### src/rtl/dring_pkg.sv
package dring_pkg;

    localparam int SLOTS     = 4;
    localparam int PTR_W     = $clog2(SLOTS);
    localparam int CNT_W     = PTR_W + 1;
    localparam int WORD_W    = 32;
    localparam int WORDS     = 4;
    localparam int IDX_W     = $clog2(WORDS);
    localparam int ENTRY_W   = WORDS * WORD_W;
    localparam int ADDR_W    = 3;

    localparam int ST_WR_LSB    = 0;
    localparam int ST_RD_LSB    = 4;
    localparam int ST_EMPTY_BIT = 8;
    localparam int ST_FULL_BIT  = 9;
    localparam int ST_ERR_BIT   = 10;
    localparam int NOTIFY_BIT   = 16;

    typedef enum logic [ADDR_W-1:0] {
        RA_DESC_PUSH = 3'd0,
        RA_DESC_STAT = 3'd1,
        RA_RPT_POP   = 3'd2,
        RA_RPT_STAT  = 3'd3,
        RA_CTRL      = 3'd4
    } reg_addr_e;

    // word 0 sits in the low bits
    typedef struct packed {
        logic [WORD_W-1:0] flags;
        logic [WORD_W-1:0] len;
        logic [WORD_W-1:0] addr_hi;
        logic [WORD_W-1:0] addr_lo;
    } desc_t;

    typedef struct packed {
        logic [WORD_W-1:0] flags;
        logic [WORD_W-1:0] extra;
        logic [WORD_W-1:0] cnt_hi;
        logic [WORD_W-1:0] cnt_lo;
    } rpt_t;

    function automatic logic [WORD_W-1:0] pack_status(
        input logic [PTR_W-1:0] wr,
        input logic [PTR_W-1:0] rd,
        input logic [CNT_W-1:0] cnt,
        input logic             err
    );
        logic [WORD_W-1:0] s;
        s = '0;
        s[ST_WR_LSB +: PTR_W] = wr;
        s[ST_RD_LSB +: PTR_W] = rd;
        s[ST_EMPTY_BIT]       = (cnt == '0);
        s[ST_FULL_BIT]        = (cnt == CNT_W'(SLOTS));
        s[ST_ERR_BIT]         = err;
        return s;
    endfunction

endpackage

### src/rtl/slot_ring.sv
module slot_ring
    import dring_pkg::*;
#(
    parameter int W = ENTRY_W
) (
    input  logic             clk,
    input  logic             rst,
    input  logic             clr,
    input  logic             push,
    input  logic [W-1:0]     push_data,
    input  logic             pop,
    output logic [W-1:0]     head,
    output logic [PTR_W-1:0] wr_ptr,
    output logic [PTR_W-1:0] rd_ptr,
    output logic [CNT_W-1:0] count,
    output logic             full,
    output logic             empty
);

    logic [W-1:0] slot_q [SLOTS];
    logic         push_ok;
    logic         pop_ok;

    assign full    = (count == CNT_W'(SLOTS));
    assign empty   = (count == '0);
    assign push_ok = push && !full;
    assign pop_ok  = pop && !empty;
    assign head    = slot_q[rd_ptr];

    function automatic logic [PTR_W-1:0] bump(input logic [PTR_W-1:0] p);
        return (p == PTR_W'(SLOTS - 1)) ? '0 : p + 1'b1;
    endfunction

    always_ff @(posedge clk) begin
        if (rst || clr) begin
            wr_ptr <= '0;
            rd_ptr <= '0;
            count  <= '0;
        end else begin
            if (push_ok) wr_ptr <= bump(wr_ptr);
            if (pop_ok)  rd_ptr <= bump(rd_ptr);
            case ({push_ok, pop_ok})
                2'b10:   count <= count + 1'b1;
                2'b01:   count <= count - 1'b1;
                default: count <= count;
            endcase
        end
    end

    always_ff @(posedge clk) begin
        if (push_ok) slot_q[wr_ptr] <= push_data;
    end

    assert_clear_empties_R11: assert property (@(posedge clk) disable iff (rst)
        clr |=> (count == '0) && (wr_ptr == '0) && (rd_ptr == '0));

    assert_ptr_span_R4: assert property (@(posedge clk) disable iff (rst)
        (count == '0 || count == CNT_W'(SLOTS)) |-> (wr_ptr == rd_ptr));

endmodule

### src/rtl/word_gather.sv
module word_gather
    import dring_pkg::*;
(
    input  logic               clk,
    input  logic               rst,
    input  logic               clr,
    input  logic               stb,
    input  logic [WORD_W-1:0]  word,
    output logic               done,
    output logic [ENTRY_W-1:0] entry
);

    logic [IDX_W-1:0]  idx;
    logic [WORD_W-1:0] held [WORDS];

    assign done = stb && !clr && (idx == IDX_W'(WORDS - 1));

    for (genvar g = 0; g < WORDS; g++) begin : g_lane
        if (g == WORDS - 1) begin : g_last
            assign entry[g*WORD_W +: WORD_W] = word;
        end else begin : g_held
            assign entry[g*WORD_W +: WORD_W] = held[g];
        end
    end

    always_ff @(posedge clk) begin
        if (rst || clr) begin
            idx <= '0;
        end else if (stb) begin
            idx <= (idx == IDX_W'(WORDS - 1)) ? '0 : idx + 1'b1;
        end
    end

    always_ff @(posedge clk) begin
        if (stb) held[idx] <= word;
    end

endmodule

### src/rtl/word_scatter.sv
module word_scatter
    import dring_pkg::*;
(
    input  logic               clk,
    input  logic               rst,
    input  logic               clr,
    input  logic               stb,
    input  logic               empty,
    input  logic [ENTRY_W-1:0] entry,
    output logic [WORD_W-1:0]  word,
    output logic               pop,
    output logic               underrun
);

    logic [IDX_W-1:0]  idx;
    logic [WORD_W-1:0] part [WORDS];

    for (genvar g = 0; g < WORDS; g++) begin : g_part
        assign part[g] = entry[g*WORD_W +: WORD_W];
    end

    assign word     = empty ? '0 : part[idx];
    assign pop      = stb && !empty && (idx == IDX_W'(WORDS - 1));
    assign underrun = stb && empty;

    always_ff @(posedge clk) begin
        if (rst || clr) begin
            idx <= '0;
        end else if (stb && !empty) begin
            idx <= (idx == IDX_W'(WORDS - 1)) ? '0 : idx + 1'b1;
        end
    end

endmodule

### src/rtl/desc_ring_ctl.sv
module desc_ring_ctl
    import dring_pkg::*;
(
    input  logic               clk,
    input  logic               rst,
    input  logic               reg_wr,
    input  logic [ADDR_W-1:0]  reg_waddr,
    input  logic [WORD_W-1:0]  reg_wdata,
    input  logic               reg_rd,
    input  logic [ADDR_W-1:0]  reg_raddr,
    output logic [WORD_W-1:0]  reg_rdata,
    input  logic               take,
    output logic               act_valid,
    output logic [63:0]        act_addr,
    output logic [WORD_W-1:0]  act_len,
    output logic [WORD_W-1:0]  act_flags,
    input  logic               done,
    input  logic [63:0]        done_count,
    input  logic [WORD_W-1:0]  done_extra,
    output logic               notify
);

    logic ring_clr;

    // descriptor side
    logic               g_stb, g_done;
    logic [ENTRY_W-1:0] g_entry;
    logic [ENTRY_W-1:0] d_head;
    logic [PTR_W-1:0]   d_wr, d_rd;
    logic [CNT_W-1:0]   d_cnt;
    logic               d_full, d_empty, d_err;
    logic               take_ok;
    desc_t              act_q;

    // report side
    logic               r_push, r_push_ok;
    rpt_t               r_new;
    logic [ENTRY_W-1:0] r_head;
    logic [PTR_W-1:0]   r_wr, r_rd;
    logic [CNT_W-1:0]   r_cnt;
    logic               r_full, r_empty, r_err;
    logic               s_stb, s_pop, s_under;
    logic [WORD_W-1:0]  s_word;

    logic wr_dstat_clr, wr_rstat_clr;

    assign g_stb   = reg_wr && (reg_waddr == RA_DESC_PUSH) && !ring_clr;
    assign take_ok = take && !act_valid && !d_empty && !ring_clr;
    assign s_stb   = reg_rd && (reg_raddr == RA_RPT_POP) && !ring_clr;

    assign wr_dstat_clr = reg_wr && (reg_waddr == RA_DESC_STAT) && reg_wdata[ST_ERR_BIT];
    assign wr_rstat_clr = reg_wr && (reg_waddr == RA_RPT_STAT)  && reg_wdata[ST_ERR_BIT];

    word_gather u_gather (
        .clk   (clk),
        .rst   (rst),
        .clr   (ring_clr),
        .stb   (g_stb),
        .word  (reg_wdata),
        .done  (g_done),
        .entry (g_entry)
    );

    slot_ring #(.W(ENTRY_W)) u_desc_ring (
        .clk       (clk),
        .rst       (rst),
        .clr       (ring_clr),
        .push      (g_done),
        .push_data (g_entry),
        .pop       (take_ok),
        .head      (d_head),
        .wr_ptr    (d_wr),
        .rd_ptr    (d_rd),
        .count     (d_cnt),
        .full      (d_full),
        .empty     (d_empty)
    );

    // control register: bit 0 holds both rings cleared
    always_ff @(posedge clk) begin
        if (rst) ring_clr <= 1'b0;
        else if (reg_wr && reg_waddr == RA_CTRL) ring_clr <= reg_wdata[0];
    end

    // descriptor error: set on overflow, cleared by ring clear or W1C
    always_ff @(posedge clk) begin
        if (rst || ring_clr)         d_err <= 1'b0;
        else if (g_done && d_full)   d_err <= 1'b1;
        else if (wr_dstat_clr)       d_err <= 1'b0;
    end

    // active transfer register
    always_ff @(posedge clk) begin
        if (rst) begin
            act_valid <= 1'b0;
            act_q     <= '0;
        end else if (take_ok) begin
            act_valid <= 1'b1;
            act_q     <= desc_t'(d_head);
        end else if (done && act_valid) begin
            act_valid <= 1'b0;
        end
    end

    assign act_addr  = {act_q.addr_hi, act_q.addr_lo};
    assign act_len   = act_q.len;
    assign act_flags = act_q.flags;

    // completion reports
    assign r_push        = done && act_valid && act_q.flags[NOTIFY_BIT] && !ring_clr;
    assign r_push_ok     = r_push && !r_full;
    assign r_new.cnt_lo  = done_count[31:0];
    assign r_new.cnt_hi  = done_count[63:32];
    assign r_new.extra   = done_extra;
    assign r_new.flags   = act_q.flags;

    slot_ring #(.W(ENTRY_W)) u_rpt_ring (
        .clk       (clk),
        .rst       (rst),
        .clr       (ring_clr),
        .push      (r_push),
        .push_data (r_new),
        .pop       (s_pop),
        .head      (r_head),
        .wr_ptr    (r_wr),
        .rd_ptr    (r_rd),
        .count     (r_cnt),
        .full      (r_full),
        .empty     (r_empty)
    );

    word_scatter u_scatter (
        .clk      (clk),
        .rst      (rst),
        .clr      (ring_clr),
        .stb      (s_stb),
        .empty    (r_empty),
        .entry    (r_head),
        .word     (s_word),
        .pop      (s_pop),
        .underrun (s_under)
    );

    always_ff @(posedge clk) begin
        if (rst || ring_clr)              r_err <= 1'b0;
        else if (s_under || (r_push && r_full)) r_err <= 1'b1;
        else if (wr_rstat_clr)            r_err <= 1'b0;
    end

    always_ff @(posedge clk) begin
        if (rst) notify <= 1'b0;
        else     notify <= r_push_ok;
    end

    // registered read port
    always_ff @(posedge clk) begin
        if (rst) begin
            reg_rdata <= '0;
        end else if (reg_rd) begin
            case (reg_raddr)
                RA_DESC_STAT: reg_rdata <= pack_status(d_wr, d_rd, d_cnt, d_err);
                RA_RPT_STAT:  reg_rdata <= pack_status(r_wr, r_rd, r_cnt, r_err);
                RA_RPT_POP:   reg_rdata <= ring_clr ? '0 : s_word;
                RA_CTRL:      reg_rdata <= {{(WORD_W-1){1'b0}}, ring_clr};
                default:      reg_rdata <= '0;
            endcase
        end
    end

    assert_no_overflow_R5: assert property (@(posedge clk) disable iff (rst)
        (g_done && d_full) |=> d_err);

    assert_partial_hidden_R2: assert property (@(posedge clk) disable iff (rst)
        (!g_done && !take_ok && !ring_clr) |=> $stable(d_cnt));

    assert_active_hold_R7: assert property (@(posedge clk) disable iff (rst)
        (act_valid && !done) |=> (act_valid && $stable(act_addr) && $stable(act_flags)));

    assert_notify_cause_R8: assert property (@(posedge clk) disable iff (rst)
        notify |-> $past(done && act_valid && act_flags[NOTIFY_BIT]));

    assert_empty_read_R10: assert property (@(posedge clk) disable iff (rst)
        s_under |=> r_err);

endmodule

### config.mk
export PLATFORM = sky130hd
export DESIGN_NAME = desc_ring_ctl
export DESIGN_NICKNAME = d
export VERILOG_FILES = /design/src/rtl/dring_pkg.sv /design/src/rtl/slot_ring.sv /design/src/rtl/word_gather.sv /design/src/rtl/word_scatter.sv /design/src/rtl/desc_ring_ctl.sv
export SDC_FILE = /design/constraint.sdc
export NUM_CORES = 1
export LEC_CHECK = 0
export BUFFER_PORTS_ARGS = -buffer_cell sky130_fd_sc_hd__buf_2
export CORE_ASPECT_RATIO = 0.9
export CORE_UTILIZATION = 40
export DETAILED_ROUTE_END_ITERATION = 12
export PLACE_DENSITY = 0.57
export RECOVER_POWER = 50
export SYNTH_ARGS = -nofsm -noshare
export SYNTH_HDL_FRONTEND = slang
export SYNTH_SLANG_ARGS = --single-unit
### constraint.sdc
create_clock -name clk -period 5.75 [get_ports clk]
set_input_delay 0 -clock clk [delete_from_list [all_inputs] [get_ports clk]]
set_output_delay 0 -clock clk [all_outputs]
set_load 0.005 [all_outputs]
==> results.txt, run 1 <==
Cell Area, Synth = 47680 sq um
Antenna Violating Nets Remaining = 0
Min-Delay Path Class = input port to flop
Lkg Pwr = 0.01718 uW
crit path max-delay cell type = dfxtp_4
Ys Warns = 0
residual DRC count = 0
post-CTS resize count = 0
Required @ worst endpoint = 6.37 ns
first-iteration detailed-routing DRC count = 2105
CTS H-tree depth = 4
largest net degree at the start of global routing = 132
number of instances in the placed design = 4156
main area contributors after synthesis = edfxtp_1, mux4_2, dfxtp_1
Final period util = 0.5774
endpoints failing setup = 0
crit path time final = 3.320 ns
Mapped Cells = 2379
Seq cells post-synth = 1305
commonest non-fill, non-tap cells in the layout = edfxtp_1, nand2_1, clkbuf_1
core outline area = 117600 sq um
asr flop ratio synth = 0
initial antenna violation count = 9
RSZ-0062 raised after global routing = false
MaxCap Viol Count = 0
worst hold start = take
Clock Latency Late Sink = 0.75 ns
Pre-antenna DRT Iters = 5
IO Port Bufs = 301
fillcell total = 9828
Placer Congestion = 0.7659
Mapped Avg Cell Area = 20.04 sq um
I/O pins = 302
crit path max fanout = 34
die height = 329.5 microns
vias in the first global route = 24828
Peak VDD IR = 0.2656 mV
CP endpoint kind = flop
starting density of the core = 0.4053
fin cells = 4613
Power Density = 329.2 nW/um^2
layout cells sized above 1 = 0.1955
setup TNS = 0 ns
hold_ws = 0.03825 ns
Data arrival, critical path = 3.94 ns
Yosys top cell by area = edfxtp_1
Slew @ Worst Pin = 1.413 ns
Clock transition at path regs = 0.06 ns
CTS root buffer = clkbuf_16
synthesis-to-layout area growth = 19.52%
total detailed-routing wirelength = 109700 microns
Net Count, Synth = 2538
Slew Limit Fails = 0
Die W = 365.9 microns
Hold Vio Cnt, Final = 0
crit-path cells = buf_4, nor2b_1, a22oi_1, a31oi_1, a221oi_1, dlygate4sd3_1
GRT Total Usage = 0.1821
Top delay family on crit path = buffers and inverters
post-DR wirelength/cell = 23.77 microns
total congestion overflow = 0
CP Launch Type = flop
Synth cell types = 45
via count = 23983
clock buffer depth = 3
post-synth top area share = 0.7054
status = finished clean
CP max stage delay = 0.82 ns
fin nets = 3087
WP buf/inv = 2
first-pass GRT wire length = 162500 microns
CTS Sinks = 1305
Main synth FF type = edfxtp_1
DIE AREA = 120600 sq um
Fmax = 301.2 MHz
most common cell after layout, fill and taps aside = edfxtp_1
Avg Vias per Cell = 5.199
Detailed Place HPWL = 64030 microns
TritonCTS clock tree = built
R2R setup slack = 2.43 ns
Post-synth EDFFs = 1120
Slew Limit Headroom = 0.05790
Core Rows = 119
Clock Skews = 0.02421 ns
TritonCTS Buffers = 135
Critical Setup Path Class = flop to flop
sequential area share after synthesis = 0.7831
==> power breakdown <==
part | switching (uW) | internal [uW] | leakage (uW) | total (uW)
Combinational | 152 | 124 | 0.00383 | 276
Sequential | 5.17 | 10200 | 0.0113 | 10200
Clock | 3580 | 4680 | 0.00203 | 8270
==> state kept, by name, indices dropped and copies added (netlist names), 2 cells and up, named ones only <==
signal and count:
act_len 32, u_desc_ring.rd_ptr 2, u_gather.held 96, u_rpt_ring.count 3
act_addr 64, u_desc_ring.count 3, act_flags 32, reg_rdata 32
u_desc_ring.slot_q 512, u_rpt_ring.slot_q 512, u_gather.idx 2, u_rpt_ring.rd_ptr 2
u_rpt_ring.wr_ptr 2, u_scatter.idx 2, u_desc_ring.wr_ptr 2
==> final cells by class <==
type	instances	area [sq um]	share of cell area
Timing Repair Buffer	536	3676	0.06451
Clock inverter	56	417.9	0.007334
Sequential cell	1305	37360	0.6556
Inverter	17	68.82	0.001208
Tap cell	1573	1968	0.03454
Multi-Input combinational cell	933	9729	0.1707
Antenna cell	1	2.502	0.00004391
Clock buffer	192	3765	0.06607
==> per-stage QoR <==
stage | utilization | worst slack (ns) | power, uW | area (sq um)
6_report | 0.4844 | 2.430 | 18760 | 56980
5_1_grt | 0.4844 | 2.139 | 19330 | 56980
4_1_cts | 0.4866 | 2.342 | 18970 | 57240
3_5_place_dp | 0.4334 | 2.491 | 10590 | 50980
3_3_place_gp | 0.4334 | 2.491 | 10570 | 50980
2_1_floorplan | - | 1.219 | 10450 | 47680
==> timing repair <==
item,CTS,global route
hold buffers,208,0
endpoints found under the setup margin,0,0
buffers inserted,0,0
endpoints found under the hold margin,718,0
==> cells by family (layout without fill, tap and decap cells) <==
group,after synthesis,count (layout),synth area share
buffers and inverters,141,801,0.01362
adder cells (fa/ha/maj),19,19,0.005301
multiplexers,363,363,0.1414
other,0,1,0
flip-flops,1305,1305,0.7831
XOR/XNOR,5,5,0.0009184
AO/OA/AOI/OAI,194,194,0.02399
AND/OR/NAND/NOR,352,352,0.03165
==> cells in the mapped netlist, drive strengths merged, types with 14 or more instances <==
library cell,n
edfxtp,1120
nand2,264
mux4,248
dfxtp,185
a21oi,138
mux2i,109
buf,68
clkbuf,56
nor2,30
a22o,25
ha,17
inv,17
nand2b,14
==> worst min-delay path: stages <==
cell      delay, ns
buf_2          0.10
nand3b_1       0.07
buf_4          0.34
nand2_1        0.16
a21oi_1        0.05
==> metal layers <==
| layer | share of wire | global-route usage | up-vias |
|---|---|---|---|
| met1 | 0.45 | 0.2569 | 12566 |
| met3 | 0.061 | 0.03915 | 153 |
| met5 | 0.00024 | 0 | - |
| met4 | 0.019 | 0.05494 | 4 |
| li1 | - | - | 10592 |
| met2 | 0.47 | 0.2850 | 668 |
==> final timing paths <==
check	endpoint	cells past startpoint
worst max-delay path	reg_rdata[5]$_SDFFE_PP0P_	6
worst min-delay path	act_flags[5]$_SDFFE_PP0P_	5
worst max register to register	reg_rdata[5]$_SDFFE_PP0P_	6
worst min register to register	act_len[21]$_SDFFE_PP0P_	2
No activity file was read; power rests on OpenSTA's default activity.
==> run 2: changes to the inputs <==
Settings changed: ABC_AREA set to 1, PLACE_DENSITY 0.57 to 0.6.
Clock period 5.75 ns to 2.9 ns, I/O delays scaled along.
==> run 2 against run 1 <==
- maximum frequency rose by 29%
- wire length rose by 22%
- synthesized cell count rose by 61%
- final area rose by 3.1%
- clock-buffer cell count fell by 1
- cell count rose by 31%
==> results.txt, run 2 <==
clock buffer depth = 3 (unchanged)
final worst slack = 0.3172 ns (was 2.430 ns)
Data arrival, critical path = 3.22 ns (was 3.94 ns)
MaxCap Viol Count = 0 (unchanged)
post-DR wirelength/cell = 22.23 microns (was 23.77 microns)
Main synth FF type = edfxtp_1 (unchanged)
total congestion overflow = 0 (unchanged)
CP Launch Type = flop (unchanged)
CTS H-tree depth = 4 (unchanged)
fillcell total = 10578 (was 9828)
CTS root buffer = clkbuf_16 (unchanged)
Slew Limit Fails = 0 (unchanged)
status = finished clean (unchanged)
via count = 31618 (was 23983)
synthesis-to-layout area growth = 19.91% (was 19.52%)
Hold Vio Cnt, Final = 0 (unchanged)
residual DRC count = 0 (unchanged)
initial antenna violation count = 9 (unchanged)
total detailed-routing wirelength = 133900 microns (was 109700 microns)
TritonCTS clock tree = built (unchanged)
Synth cell types = 34 (was 45)
Clock transition at path regs = 0.06 ns (about the same)
area share of fa/ha/maj cells after synthesis = 0.005157 (was 0.005301)
largest net degree at the start of global routing = 139 (was 132)
Final period util = 0.8906 (was 0.5774)
vias in the first global route = 29616 (was 24828)
starting density of the core = 0.4041 (was 0.4053)
endpoints failing setup = 0 (unchanged)
asr flop ratio synth = 0 (unchanged)
Antenna Violating Nets Remaining = 0 (unchanged)
Slew @ Worst Pin = 1.149 ns (was 1.413 ns)
Mapped Avg Cell Area = 12.80 sq um (was 20.04 sq um)
Placer Congestion = 0.8038 (was 0.7659)
hold_ws = 0.07795 ns (was 0.03825 ns)
Setup Buffers After CTS = 0 (unchanged)
GRT Total Usage = 0.2138 (was 0.1821)
fin cells = 6023 (was 4613)
multiplexer area fraction after synthesis = 0 (was 0.1414)
Fmax = 387.2 MHz (was 301.2 MHz)
commonest non-fill, non-tap cells in the layout = edfxtp_1, nor2_1, o21ai_0 (was edfxtp_1, nand2_1, clkbuf_1)
most common cell after layout, fill and taps aside = edfxtp_1 (unchanged)
main area contributors after synthesis = edfxtp_1, dfxtp_1, nor2_1 (was edfxtp_1, mux4_2, dfxtp_1)
IO Port Bufs = 301 (unchanged)
Cell Area, Synth = 49010 sq um (was 47680 sq um)
crit path max fanout = 44 (was 34)
sequential area share after synthesis = 0.7618 (was 0.7831)
Critical Setup Path Class = flop to flop (unchanged)
CP endpoint kind = flop (unchanged)
first-iteration detailed-routing DRC count = 2846 (was 2105)
Mapped Cells = 3829 (was 2379)
Peak VDD IR = 0.5693 mV (was 0.2656 mV)
DIE AREA = 123900 sq um (was 120600 sq um)
Lkg Pwr = 0.01993 uW (was 0.01718 uW)
TritonCTS Buffers = 136 (was 135)
complex-gate fraction of the synthesized area = 0.1001 (was 0.02399)
Net Count, Synth = 3988 (was 2538)
top-count cell post-synth = edfxtp_1 (unchanged)
Detailed Place HPWL = 77280 microns (was 64030 microns)
post-synth top area share = 0.6863 (was 0.7054)
Seq cells post-synth = 1305 (unchanged)
Power Density = 649.6 nW/um^2 (was 329.2 nW/um^2)
CTS Sinks = 1305 (unchanged)
Clock Skews = 0.03033 ns (was 0.02421 ns)
I/O pins = 302 (unchanged)
Ys Warns = 0 (unchanged)
fin nets = 4461 (was 3087)
layout cells sized above 1 = 0.08700 (was 0.1955)
most common library cells after synthesis = edfxtp_1, nor2_1, o21ai_0, nand2_1, dfxtp_1 (was edfxtp_1, nand2_1, mux4_2, dfxtp_1, a21oi_1)
total power = 38180 uW (was 18760 uW)
largest family of logic cells by synthesized area = compound AO/OA/AOI/OAI gates (was multiplexers)
die height = 334.1 microns (was 329.5 microns)
first-pass GRT wire length = 196300 microns (was 162500 microns)
Top Registers = u_desc_ring.slot_q (512), u_rpt_ring.slot_q (512), u_gather.held (96) (unchanged)
core outline area = 121300 sq um (was 117600 sq um)
Post-Synth XOR/XNOR Area = 0 (was 0.0009185)
crit path time final = 2.583 ns (was 3.320 ns)
Pre-antenna DRT Iters = 6 (was 5)
Die W = 371.0 microns (was 365.9 microns)
Required @ worst endpoint = 3.54 ns (was 6.37 ns)
Slew Limit Headroom = 0.2341 (was 0.05790)
Min-Delay Path Class = input port to flop (unchanged)
Avg Vias per Cell = 5.250 (was 5.199)
pre-CTS setup slack = 0.6331 ns (was 2.491 ns)
Post-synth EDFFs = 1120 (unchanged)
Yosys top cell by area = edfxtp_1 (unchanged)
Core Rows = 121 (was 119)
R2R setup slack = 0.32 ns (was 2.43 ns)
number of instances in the placed design = 5566 (was 4156)
RSZ-0062 raised after global routing = false (unchanged)
simple-gate share of the synthesized area = 0.09957 (was 0.03165)
Clock Latency Late Sink = 0.77 ns (was 0.75 ns)
-- run 2: changes by cell type in the layout (fill, tap and decap cells not counted), moves of 14 or more --
cell | before | now
inv_1 | 16 | 110
nor2_1 | 29 | 816
buf_12 | 11 | 42
mux4_2 | 248 | 0
a22o_1 | 25 | 0
o21ai_0 | 8 | 559
a31oi_1 | 5 | 128
nand3_1 | 8 | 139
a21oi_1 | 138 | 53
o211ai_1 | 0 | 90
nand2b_1 | 14 | 0
mux2i_1 | 109 | 0
o21ai_1 | 1 | 39
buf_4 | 16 | 37
-- run 2: power by group --
group | total [uW] | internal (uW) | switching, uW
Clock | 17300 | 9860 | 7470
Combinational | 591 | 244 | 347
Sequential | 20300 | 20200 | 11.3
Total | 38200 | 30300 | 7830
-- run 2: what timing repair did --
item / CTS / global route
gates resized for setup: 0 / 2
hold buffers: 198 / 0
setup endpoints to repair: 0 / 1
hold endpoints to repair: 680 / 0
-- run 2: cell type report --
type	instances	area (sq um)	area share
Antenna cell	10	25.02	0.0004258
Clock buffer	191	3730	0.06347
Clock inverter	59	718.2	0.01222
Inverter	122	483.0	0.008218
Multi-Input combinational cell	2158	10120	0.1722
Sequential cell	1305	37350	0.6356
Tap cell	1599	2001	0.03404
Timing Repair Buffer	579	4335	0.07377
-- run 2: per-layer routing --
layer  track usage  part of all wire  vias to the layer above  wire length [microns]
li1              -                 -                    14729                      -
met1        0.3011              0.44                    15594                  58370
met2        0.3359              0.47                     1114                  62460
met3       0.04350             0.074                      179                   9865
met4       0.05910             0.024                        2                   3168
met5             0          0.000097                        -                     13
-- run 2: path summary, 6_finish.rpt --
| path | endpoint | cells past startpoint | from |
|---|---|---|---|
| worst max-delay path | act_addr[16]$_SDFFE_PP0P_ | 5 | u_desc_ring.rd_ptr[1]$_SDFFE_PP0P_ |
| worst min-delay path | u_rpt_ring.slot_q[3][19]$_DFFE_PP_ | 2 | done_count[19] |
| worst max register to register | act_addr[16]$_SDFFE_PP0P_ | 5 | u_desc_ring.rd_ptr[1]$_SDFFE_PP0P_ |
| worst min register to register | reg_rdata[16]$_SDFFE_PP0P_ | 2 | reg_rdata[16]$_SDFFE_PP0P_ |
-- run 2: logic make-up (layout without fill, tap and decap cells) --
family | Yosys count | after routing
buf+inv | 366 | 951
compound gates | 893 | 893
fa+ha+maj | 19 | 19
simple gates | 1246 | 1246
flops | 1305 | 1305
other cells | 0 | 10
-- run 2: metrics by stage --
stage / instance area [sq um] / utilization / setup TNS [ns]
floorplan: 49100 / - / -472.97
global placement: 52620 / 0.4339 / 0
detailed placement: 52620 / 0.4339 / 0
CTS: 59050 / 0.4870 / 0
global route: 58750 / 0.4845 / 0
finish: 58770 / 0.4846 / 0
-- run 2: worst max-delay path, stage by stage, from the launching register on --
cell and delay [ns]:
dfxtp_1 0.34, inv_2 0.79, clkbuf_2 0.93, nor2_1 0.11, o21ai_0 0.14, a31oi_1 0.12
